### src/rtl/negsel_alu_pkg.sv
package negsel_alu_pkg;

   typedef enum logic [3:0] {
      OP_ADD = 4'd0,
      OP_SUB = 4'd1,
      OP_SAS = 4'd2,
      OP_LSL = 4'd3,
      OP_ASR = 4'd4,
      OP_SSH = 4'd5,
      OP_SLT = 4'd6,
      OP_SGE = 4'd7,
      OP_SEQ = 4'd8
   } alu_op_e;

   typedef struct packed {
      logic n;
      logic z;
      logic c;
      logic v;
   } stat_t;

   function automatic logic op_sets_flags(input logic [3:0] op);
      return (op == OP_ADD) || (op == OP_SUB) || (op == OP_SAS);
   endfunction

   function automatic logic op_known(input logic [3:0] op);
      return op <= OP_SEQ;
   endfunction

   function automatic logic op_is_cmp(input logic [3:0] op);
      return (op == OP_SLT) || (op == OP_SGE) || (op == OP_SEQ);
   endfunction

endpackage

### src/rtl/negsel_cond_eval.sv
module negsel_cond_eval
   import negsel_alu_pkg::*;
(
   input  stat_t       st,
   input  logic [3:0]  cond,
   output logic        pass
);
   always_comb begin
      unique case (cond)
         4'h0: pass = st.z;
         4'h1: pass = !st.z;
         4'h2: pass = st.c;
         4'h3: pass = !st.c;
         4'h4: pass = st.n;
         4'h5: pass = !st.n;
         4'h6: pass = st.v;
         4'h7: pass = !st.v;
         4'h8: pass = st.c && !st.z;
         4'h9: pass = !st.c || st.z;
         4'hA: pass = (st.n == st.v);
         4'hB: pass = (st.n != st.v);
         4'hC: pass = !st.z && (st.n == st.v);
         4'hD: pass = st.z || (st.n != st.v);
         4'hE: pass = 1'b1;
         default: pass = 1'b0;
      endcase
   end
endmodule

### src/rtl/negsel_lane.sv
module negsel_lane
   import negsel_alu_pkg::*;
#(
   parameter int LANE_W = 32,
   parameter int FRAC_W = 16
) (
   input  logic [3:0]        op,
   input  logic              neg_flag,
   input  logic [LANE_W-1:0] a,
   input  logic [LANE_W-1:0] b,
   output logic [LANE_W-1:0] res,
   output logic              c_out,
   output logic              v_out
);
   localparam int SH_W = $clog2(LANE_W);
   localparam logic [LANE_W-1:0] FX_ONE = LANE_W'(1) << FRAC_W;

   logic              do_sub;
   logic [LANE_W:0]   sum;
   logic [LANE_W-1:0] b_eff;
   logic [SH_W-1:0]   shamt;
   logic [LANE_W-1:0] shl, shr_log, shr_ari;
   logic              lt, eq;

   assign do_sub  = (op == OP_SUB) || ((op == OP_SAS) && neg_flag);
   assign b_eff   = do_sub ? ~b : b;
   assign sum     = {1'b0, a} + {1'b0, b_eff} + {{LANE_W{1'b0}}, do_sub};
   assign c_out   = sum[LANE_W];
   assign v_out   = (a[LANE_W-1] == b_eff[LANE_W-1]) && (sum[LANE_W-1] != a[LANE_W-1]);

   assign shamt   = b[SH_W-1:0];
   assign shl     = a << shamt;
   assign shr_log = a >> shamt;
   assign shr_ari = LANE_W'($signed(a) >>> shamt);

   assign lt = $signed(a) < $signed(b);
   assign eq = (a == b);

   always_comb begin
      unique case (op)
         OP_ADD, OP_SUB, OP_SAS: res = sum[LANE_W-1:0];
         OP_LSL:                 res = shl;
         OP_ASR:                 res = shr_ari;
         OP_SSH:                 res = neg_flag ? shl : shr_log;
         OP_SLT:                 res = lt  ? FX_ONE : '0;
         OP_SGE:                 res = !lt ? FX_ONE : '0;
         OP_SEQ:                 res = eq  ? FX_ONE : '0;
         default:                res = '0;
      endcase
   end
endmodule

### src/rtl/negsel_simd_alu.sv
module negsel_simd_alu
   import negsel_alu_pkg::*;
#(
   parameter int LANES  = 4,
   parameter int LANE_W = 32,
   parameter int FRAC_W = 16
) (
   input  logic                     clk,
   input  logic                     rst_n,
   input  logic                     op_valid,
   input  logic [3:0]               op_code,
   input  logic [3:0]               op_cond,
   input  logic [LANES*LANE_W-1:0]  src_a,
   input  logic [LANES*LANE_W-1:0]  src_b,
   output logic                     res_valid,
   output logic                     res_wr,
   output logic [LANES*LANE_W-1:0]  res_data,
   output logic [3:0]               flags
);
   localparam int DW = LANES * LANE_W;
   localparam logic [LANE_W-1:0] FX_ONE = LANE_W'(1) << FRAC_W;

   if (LANES < 1) begin : g_bad_lanes
      $error("LANES must be at least 1");
   end
   if (LANE_W < FRAC_W + 2) begin : g_bad_frac
      $error("LANE_W must exceed FRAC_W by at least 2");
   end
   if ((LANE_W & (LANE_W - 1)) != 0) begin : g_bad_width
      $error("LANE_W must be a power of two");
   end

   stat_t             st_q;
   logic [DW-1:0]     res_q;
   logic              vld_q, wr_q;
   logic              cond_ok, issue;
   logic [DW-1:0]     lane_res;
   logic [LANES-1:0]  lane_c, lane_v;

   negsel_cond_eval u_cond (
      .st   (st_q),
      .cond (op_cond),
      .pass (cond_ok)
   );

   for (genvar i = 0; i < LANES; i++) begin : g_lane
      negsel_lane #(.LANE_W(LANE_W), .FRAC_W(FRAC_W)) u_lane (
         .op       (op_code),
         .neg_flag (st_q.n),
         .a        (src_a[i*LANE_W +: LANE_W]),
         .b        (src_b[i*LANE_W +: LANE_W]),
         .res      (lane_res[i*LANE_W +: LANE_W]),
         .c_out    (lane_c[i]),
         .v_out    (lane_v[i])
      );
   end

   logic unused_lane_flags;
   assign unused_lane_flags = ^{lane_c, lane_v};

   assign issue = op_valid && cond_ok && op_known(op_code);

   always_ff @(posedge clk) begin
      if (!rst_n) begin
         st_q  <= '0;
         res_q <= '0;
         vld_q <= 1'b0;
         wr_q  <= 1'b0;
      end else begin
         vld_q <= op_valid;
         wr_q  <= issue;
         if (issue) begin
            res_q <= lane_res;
         end
         if (issue && op_sets_flags(op_code)) begin
            st_q.n <= lane_res[LANE_W-1];
            st_q.z <= (lane_res[LANE_W-1:0] == '0);
            st_q.c <= lane_c[0];
            st_q.v <= lane_v[0];
         end
      end
   end

   assign res_valid = vld_q;
   assign res_wr    = wr_q;
   assign res_data  = res_q;
   assign flags     = st_q;

   // flags move only after a passing flag-setting instruction
   p_flag_hold_r10: assert property (@(posedge clk) disable iff (!rst_n)
      !(op_valid && cond_ok && op_sets_flags(op_code)) |=> $stable(flags));

   p_never_cond_r8: assert property (@(posedge clk) disable iff (!rst_n)
      (op_valid && op_cond == 4'hF) |=> !res_wr);

   p_wr_has_valid_r9: assert property (@(posedge clk) disable iff (!rst_n)
      res_wr |-> res_valid);

   p_data_hold_r9: assert property (@(posedge clk) disable iff (!rst_n)
      !(op_valid && cond_ok) |=> $stable(res_data));

   p_zero_flag_r3: assert property (@(posedge clk) disable iff (!rst_n)
      (op_valid && cond_ok && op_sets_flags(op_code))
         |=> (flags[2] == (res_data[LANE_W-1:0] == '0)));

   p_cmp_value_r7: assert property (@(posedge clk) disable iff (!rst_n)
      (op_valid && cond_ok && op_is_cmp(op_code))
         |=> (res_data[LANE_W-1:0] == '0 || res_data[LANE_W-1:0] == FX_ONE));

endmodule

### config.mk
export PLATFORM = sky130hd
export DESIGN_NAME = negsel_simd_alu
export DESIGN_NICKNAME = d
export VERILOG_FILES = /design/src/rtl/negsel_alu_pkg.sv /design/src/rtl/negsel_cond_eval.sv /design/src/rtl/negsel_lane.sv /design/src/rtl/negsel_simd_alu.sv
export SDC_FILE = /design/constraint.sdc
export NUM_CORES = 2
export LEC_CHECK = 0
export ABC_AREA = 1
export BUFFER_PORTS_ARGS = -buffer_cell sky130_fd_sc_hd__buf_4
export CORE_MARGIN = 2
export CORE_UTILIZATION = 40
export DETAILED_ROUTE_END_ITERATION = 16
export GPL_TIMING_DRIVEN = 0
export PLACE_DENSITY = 0.67
export REMOVE_ABC_BUFFERS = 1
export SYNTH_ARGS = -nofsm -noshare
export SYNTH_HDL_FRONTEND = slang
export SYNTH_SLANG_ARGS = --single-unit
### constraint.sdc
create_clock -name clk -period 3.5 [get_ports clk]
set_input_delay 0.7 -clock clk [delete_from_list [all_inputs] [get_ports clk]]
set_output_delay 0.7 -clock clk [all_outputs]
set_load 0.01 [all_outputs]
Yosys cells after proc, flatten, opt, wreduce, memory -nomap -nowiden:

Cells that the tools add are included.

* bitwise logic cells: 4
* $add $sub $neg: 8
* reduce and logical (&&, ||, !) cells: 20
* equal/unequal tests: 30
* mux-type cells: 25
* shift operators: 12
* magnitude comparators: 5

Operator list (count)
* $pmux W32 S7: 4
* $mux W32: 8
* $mux W17: 12
* $eq A32 B32 Y1: 4
* $lt A32 B32 Y1: 4
* $not A32 Y32: 4
* $shl A32 B5 Y32: 4
* $shr A32 B5 Y32: 4
* $sshr A32 B5 Y32: 4
* $add A32 B1 Y32: 3
* $add A32 B32 Y32: 3
* $add A32 B32 Y33: 1
* $add A33 B1 Y33: 1
* $eq A4 B3 Y1 const B: 8
* $eq A4 B4 Y1 const B: 8
* $logic_not A32 Y1: 1
* $eq A4 B2 Y1 const B: 4
* $pmux W1 S15: 1
* $eq A4 B1 Y1 const B: 2
* $logic_not A4 Y1: 2
* $logic_and A1 B1 Y1: 7
* $logic_or A1 B1 Y1: 5
* $le A4 B4 Y1 const B: 1
* $logic_not A1 Y1: 4
* 3 further kinds: 5

* output and inout port bits: 134
* register bits after elaboration: 134
* input bits: 267
* word-level logic and storage cells: 111

Longest topological paths before layout:

* word-level depth: 8
* depth in mapped cells: 28
* gate-level depth less buffers: 27

Cells and area by module:

From an unflattened synthesis, not the netlist that was laid out.

* cell total of the unflattened synthesis: 6410
* area, all modules: 34187.8 µm²

By module, submodules not included
* negsel_lane at g_lane[0].u_lane: seq. area each 0.0 µm², instances 1, area an instance 7318.3 µm², cells an instance 1446
* negsel_lane at g_lane[1].u_lane: seq. area each 0.0 µm², instances 1, area an instance 7275.7 µm², cells an instance 1427
* negsel_lane at g_lane[3].u_lane: seq. area each 0.0 µm², instances 1, area an instance 7250.7 µm², cells an instance 1419
* negsel_lane at g_lane[2].u_lane: seq. area each 0.0 µm², instances 1, area an instance 7148.1 µm², cells an instance 1431
* negsel_simd_alu: seq. area each 2682.6 µm², instances 1, area an instance 4966.0 µm², cells an instance 632
* negsel_cond_eval: seq. area each 0.0 µm², instances 1, area an instance 229.0 µm², cells an instance 55

Least setup slack after synthesis:

Ideal clock, no wire load.

* path type: input to register
* start point: in src_b[33]
* end point: reg res_q[58], in the netlist res_data[58]
* required time: 3.390 ns
* path buffers: 4
* library setup time: 0.110 ns
* data arrival time: 3.611 ns
* slack: -0.220 ns
* stages on the path: 28
* cell sequence: buf_2 -> inv_1 -> buf_2 -> buf_2 -> buf_2 -> xor2_1 -> inv_1 -> fa_1 -> inv_1 -> nand3_1 -> nand2_1 -> nand2_1 -> nand2_1 -> o21ai_1 -> o21ai_2 -> nand2_1 -> nand2_1 -> nand2_1 -> nand2_1 -> nand2_1 -> o21ai_1 -> nand2_1 -> nand2_1 -> nand2_1 -> nand3_1 -> nand3_1 -> nand2_1 -> inv_1

* cells in the longest elaborated chain, start to end: 5
* elaborated cells on any way between the ends: 9
* those cells by class: add/sub (2); shift (3); mux (3); bitwise (1)

Ends and longest elaborated chain
* from (decl): line negsel_simd_alu.sv:14 `input logic [LANES*LANE_W-1:0] src_b,`
* $not A32 Y32: line negsel_lane.sv:26 `assign b_eff = do_sub ? ~b : b;`
* $mux W32: line negsel_lane.sv:26
* $add A32 B32 Y32: line negsel_lane.sv:27 `assign sum = {1'b0, a} + {1'b0, b_eff} + {{LANE_W{1'b0}}, do_sub};`
* $add A32 B1 Y32: line negsel_lane.sv:27
* $pmux W32 S7 *: line negsel_lane.sv:40 `unique case (op)`
* to (signal assigned): line negsel_simd_alu.sv:73 `res_q <= lane_res;`
* to (decl): line negsel_simd_alu.sv:34 `logic [DW-1:0] res_q;`

Mark *: on every way between the ends. The rest lies on a longest branch, timed or not.
A chain may end at the register's enable or synchronous reset.

Final worst setup path:

* start point: in op_code[2]
* end point: reg st_q (netlist bit flags[2])

* cells in the longest elaborated chain, start to end: 8
* elaborated cells on any way between the ends: 22
* those cells by class: add/sub (2); order compare (1); eq/ne (8); mux (2); reduce/logical (9)

Ends and longest elaborated chain
* from (decl): line negsel_simd_alu.sv:11 `input logic [3:0] op_code,`
* $eq A4 B2 Y1: line negsel_alu_pkg.sv:23, negsel_lane.sv:25, negsel_lane.sv:40
* $logic_and A1 B1 Y1: line negsel_lane.sv:25 `assign do_sub = (op == OP_SUB) || ((op == OP_SAS) && neg_flag);`
* $logic_or A1 B1 Y1: line negsel_lane.sv:25
* $mux W32: line negsel_lane.sv:26
* $add A32 B32 Y33: line negsel_lane.sv:27
* $add A33 B1 Y33: line negsel_lane.sv:27
* $pmux W32 S7: line negsel_lane.sv:40
* $logic_not A32 Y1: line negsel_simd_alu.sv:77 `st_q.z <= (lane_res[LANE_W-1:0] == '0);`
* to (decl): line negsel_simd_alu.sv:33 `stat_t st_q;`

Several ways; a longest one is shown, not always the timed one.

==> metrics.txt <==
max cap viols 0; Place WS -2360 ps; Synthesis Warnings 0; GR Overflow Total 0; first-pass GRT wire length between 200000 and 250000 um; Clk Latency, worst-skew pair around 520 ps; minimum clock period 3700 ps; Core Util, Final 0.493; Clock Tree Buf Depth 2; Critical R2R Launch flags[3]; RSZ-0062 raised after global routing yes; relative slew slack 0.150; DR iter-0 viols about 5200; Reg2Reg Depth 21; Req. time, crit path between 3000 and 4000 ps; Worst-Margin Slew approximately 1300 ps; Hold Crit Class input port to register; Arrival @ worst endpoint about 4100 ps; CTS Buf Count 17; mapped cell area 30700 sq um; area of the multi-input gates roughly 26000 sq um; filler cell count ~8300; pin count of the biggest net entering global routing 80; VDD IR max between 0.4 and 0.5 mV; critical path start-end classification input port to register; Tot GR Track Use 0.405; Clock power frac 0.227; ys flop type dfxtp_1; detailed placer's ending HPWL roughly 130000 um; status finished with violations; crit path setup slack, layout -203 ps; #FFs+latches synth ~130; ys async rst share 0; sw frac 0.512; EDFF count, synth 0; Fmax approximately 270 MHz; Root Driver clkbuf_16; cell-internal power slightly below 0.005 W; Worst Clk Skew 21.2 ps; via-per-instance ratio between 6 and 7; Area growth, synth to finish 21.9%; kind of end point of the critical path register; Ports roughly 400; via count 42060; register clock-pin slew on the reported worst setup and hold paths 70 ps; Mean Syn Cell Area between 5 and 6 sq um; Routed WL per cell 24.3 um; share of cells above drive strength 1 0.158; Die Wd about 280 um; r2r setup slk -190 ps; Hold EP res_valid; die area 79100 sq um; Logic pwr share 0.603; # H-tree levels 4; Sw Pwr around 0.0051 W; TritonCTS clock tree built; row count 101; Netlist cell types 69; fin nets 6386; hold_sp op_valid; antenna violations before repair 16; RePlAce Congestion around 1; Sum Neg Setup Slack -498 ps; CTS sink cnt 134; failing checks negative setup slack; Hold Vio Cnt, Final 0; reg2reg end flags[2]; vias in the first global route 37358; Vert. Die Dim approximately 280 um; post-route DRC violation count 0; worst hold stages 3; initial core utilization 0.405; Mapped Cells ~5600; Startpoint Class input port; Slew Viols, Final 0; Pwr per Cell Area between 200 and 300 nW/um^2; period utilization 1.06; TritonRoute pass-1 iters 7; CP Max Fanout 34; DRT Wirelength ~170000 um; Buffers on Ports 400; core area approximately 76000 sq um; final antenna-violating net count 0; Leak around 18 nW; Reg power frac 0.170; Hold Slack between 300 and 400 ps; register area ~2700 sq um; sequential fraction of the synthesis area 0.0873; Final Setup Violations 10
[power by group through the flow]
stage / clock [W] / combinational (W) / sequential (W)
global placement: 0 / 0.00514 / 0.00173
detailed placement: 0 / 0.00517 / 0.00173
floorplan: 0 / 0.00306 / 0.00175
CTS: 0.00226 / 0.00549 / 0.00169
finish: 0.00227 / 0.00603 / 0.00170
global route: 0.00231 / 0.00648 / 0.00170
[sequential cells by signal, indices dropped and copies added, names as in the netlist]
name,count
flags,4
res_data,128
res_valid,1
res_wr,1
[placed cells by master, fill, tap and decap left out, types with 37 or more instances in the layout]
cell type,n
a21oi_1,474
a21oi_2,45
buf_4,475
dfxtp_1,133
ha_1,240
inv_1,520
nand2_1,1467
nand2_2,59
nand3_1,440
nand4_1,37
nor2_1,368
nor2_2,45
o211ai_1,85
o21ai_0,616
o21ai_1,51
o221ai_1,37
xor2_1,127
[stage by stage]
stage / area (sq um) / total power (W) / cells
floorplan: 29400 / 0.00481 / 5307
global placement: 33700 / 0.00687 / 6737
detailed placement: 34100 / 0.00690 / 6753
CTS: 36200 / 0.00945 / 6853
global route: 37500 / 0.0105 / 6905
finish: 37500 / 0.00999 / 6907
[timing repair]
item                       in CTS  in global routing
buffers inserted               56                 44
setup endpoints to repair     132                 73
pin swaps                      66                 87
gates cloned                   13                  3
gates resized for setup       210                217
hold buffers                    0                  0
[synthesized netlist by cell type, drive strengths merged (5+ instances only)]
| cell type | count | share of area |
|---|---|---|
| a32o | 5 | 0.0016 |
| o221ai | 37 | 0.011 |
| a221oi | 20 | 0.0057 |
| o21a | 26 | 0.0064 |
| nand2 | 1541 | 0.19 |
| nor2 | 426 | 0.053 |
| ha | 259 | 0.11 |
| o22ai | 30 | 0.0061 |
| clkinv | 11 | 0.0013 |
| or2 | 30 | 0.0061 |
| xor2 | 133 | 0.038 |
| o21ai | 690 | 0.11 |
| nor3 | 34 | 0.0055 |
| o2111ai | 20 | 0.0057 |
| o211ai | 86 | 0.021 |
| a22o | 5 | 0.0014 |
| o311ai | 10 | 0.0029 |
| nand4 | 37 | 0.0075 |
| a31oi | 39 | 0.0079 |
| clkbuf | 129 | 0.016 |
| buf | 154 | 0.027 |
| a21o | 19 | 0.0046 |
| a21boi | 23 | 0.0056 |
| nand3 | 468 | 0.076 |
| a211oi | 10 | 0.0024 |
| xnor2 | 16 | 0.0046 |
| a21oi | 524 | 0.086 |
| mux2i | 36 | 0.012 |
| inv | 559 | 0.069 |
| a22oi | 8 | 0.0020 |
| dfxtp | 134 | 0.087 |
| and2 | 6 | 0.0012 |
| nor4 | 11 | 0.0022 |
| o21bai | 6 | 0.0015 |
| nand3b | 22 | 0.0054 |
[worst max-delay path, cell delays in order]
cell,delay [ps]
buf_4,140
inv_1,80
nor2_1,70
nand2_4,470
inv_2,490
o21ai_0,260
inv_2,100
o21ai_0,90
o21ai_1,150
a21oi_1,580
nand2_1,130
inv_1,100
nand2_1,120
nor2_2,140
nand3_1,100
nor3_2,140
nand2_2,120
a21oi_2,120
[metal layers]
| layer | part of all wire | GRT usage |
|---|---|---|
| met3 | 0.12 | 0.0876 |
| met1 | 0.43 | 0.564 |
| met4 | 0.048 | 0.178 |
| met2 | 0.41 | 0.595 |
| met5 | 0.00072 | 0 |
[cells by family after synthesis]
kind of cell	Yosys count	synth area share
AND/OR/NAND/NOR	2580	0.349
AO/OA/AOI/OAI	1575	0.289
buffers and inverters	853	0.112
adder cells (fa/ha/maj)	263	0.108
XOR/XNOR	149	0.0425
flip-flops	134	0.0873
multiplexers	36	0.0117
[how the worst max path moves through the flow]
stage,start,to,depth (start not counted)
after floorplan,op_code[1],res_data[58],27
after global placement,flags[3],res_data[80],17
after detailed placement,src_b[34],res_data[50],19
after CTS,flags[3],flags[2],23
after global routing,flags[3],flags[2],23
final,op_code[2],flags[2],18
[area by class of cell]
cell class,count,share of cell area
multi-input cells,4611,0.698
repair buffers,517,0.116
flip-flops and latches,134,0.0717
inverters,570,0.0607
well taps,1030,0.0344
clock buffers,18,0.0117
clock inverters,14,0.00561
repair inverters,5,0.000935
diodes,8,0.000534
Note: power is estimated with default switching activity, not from simulation.
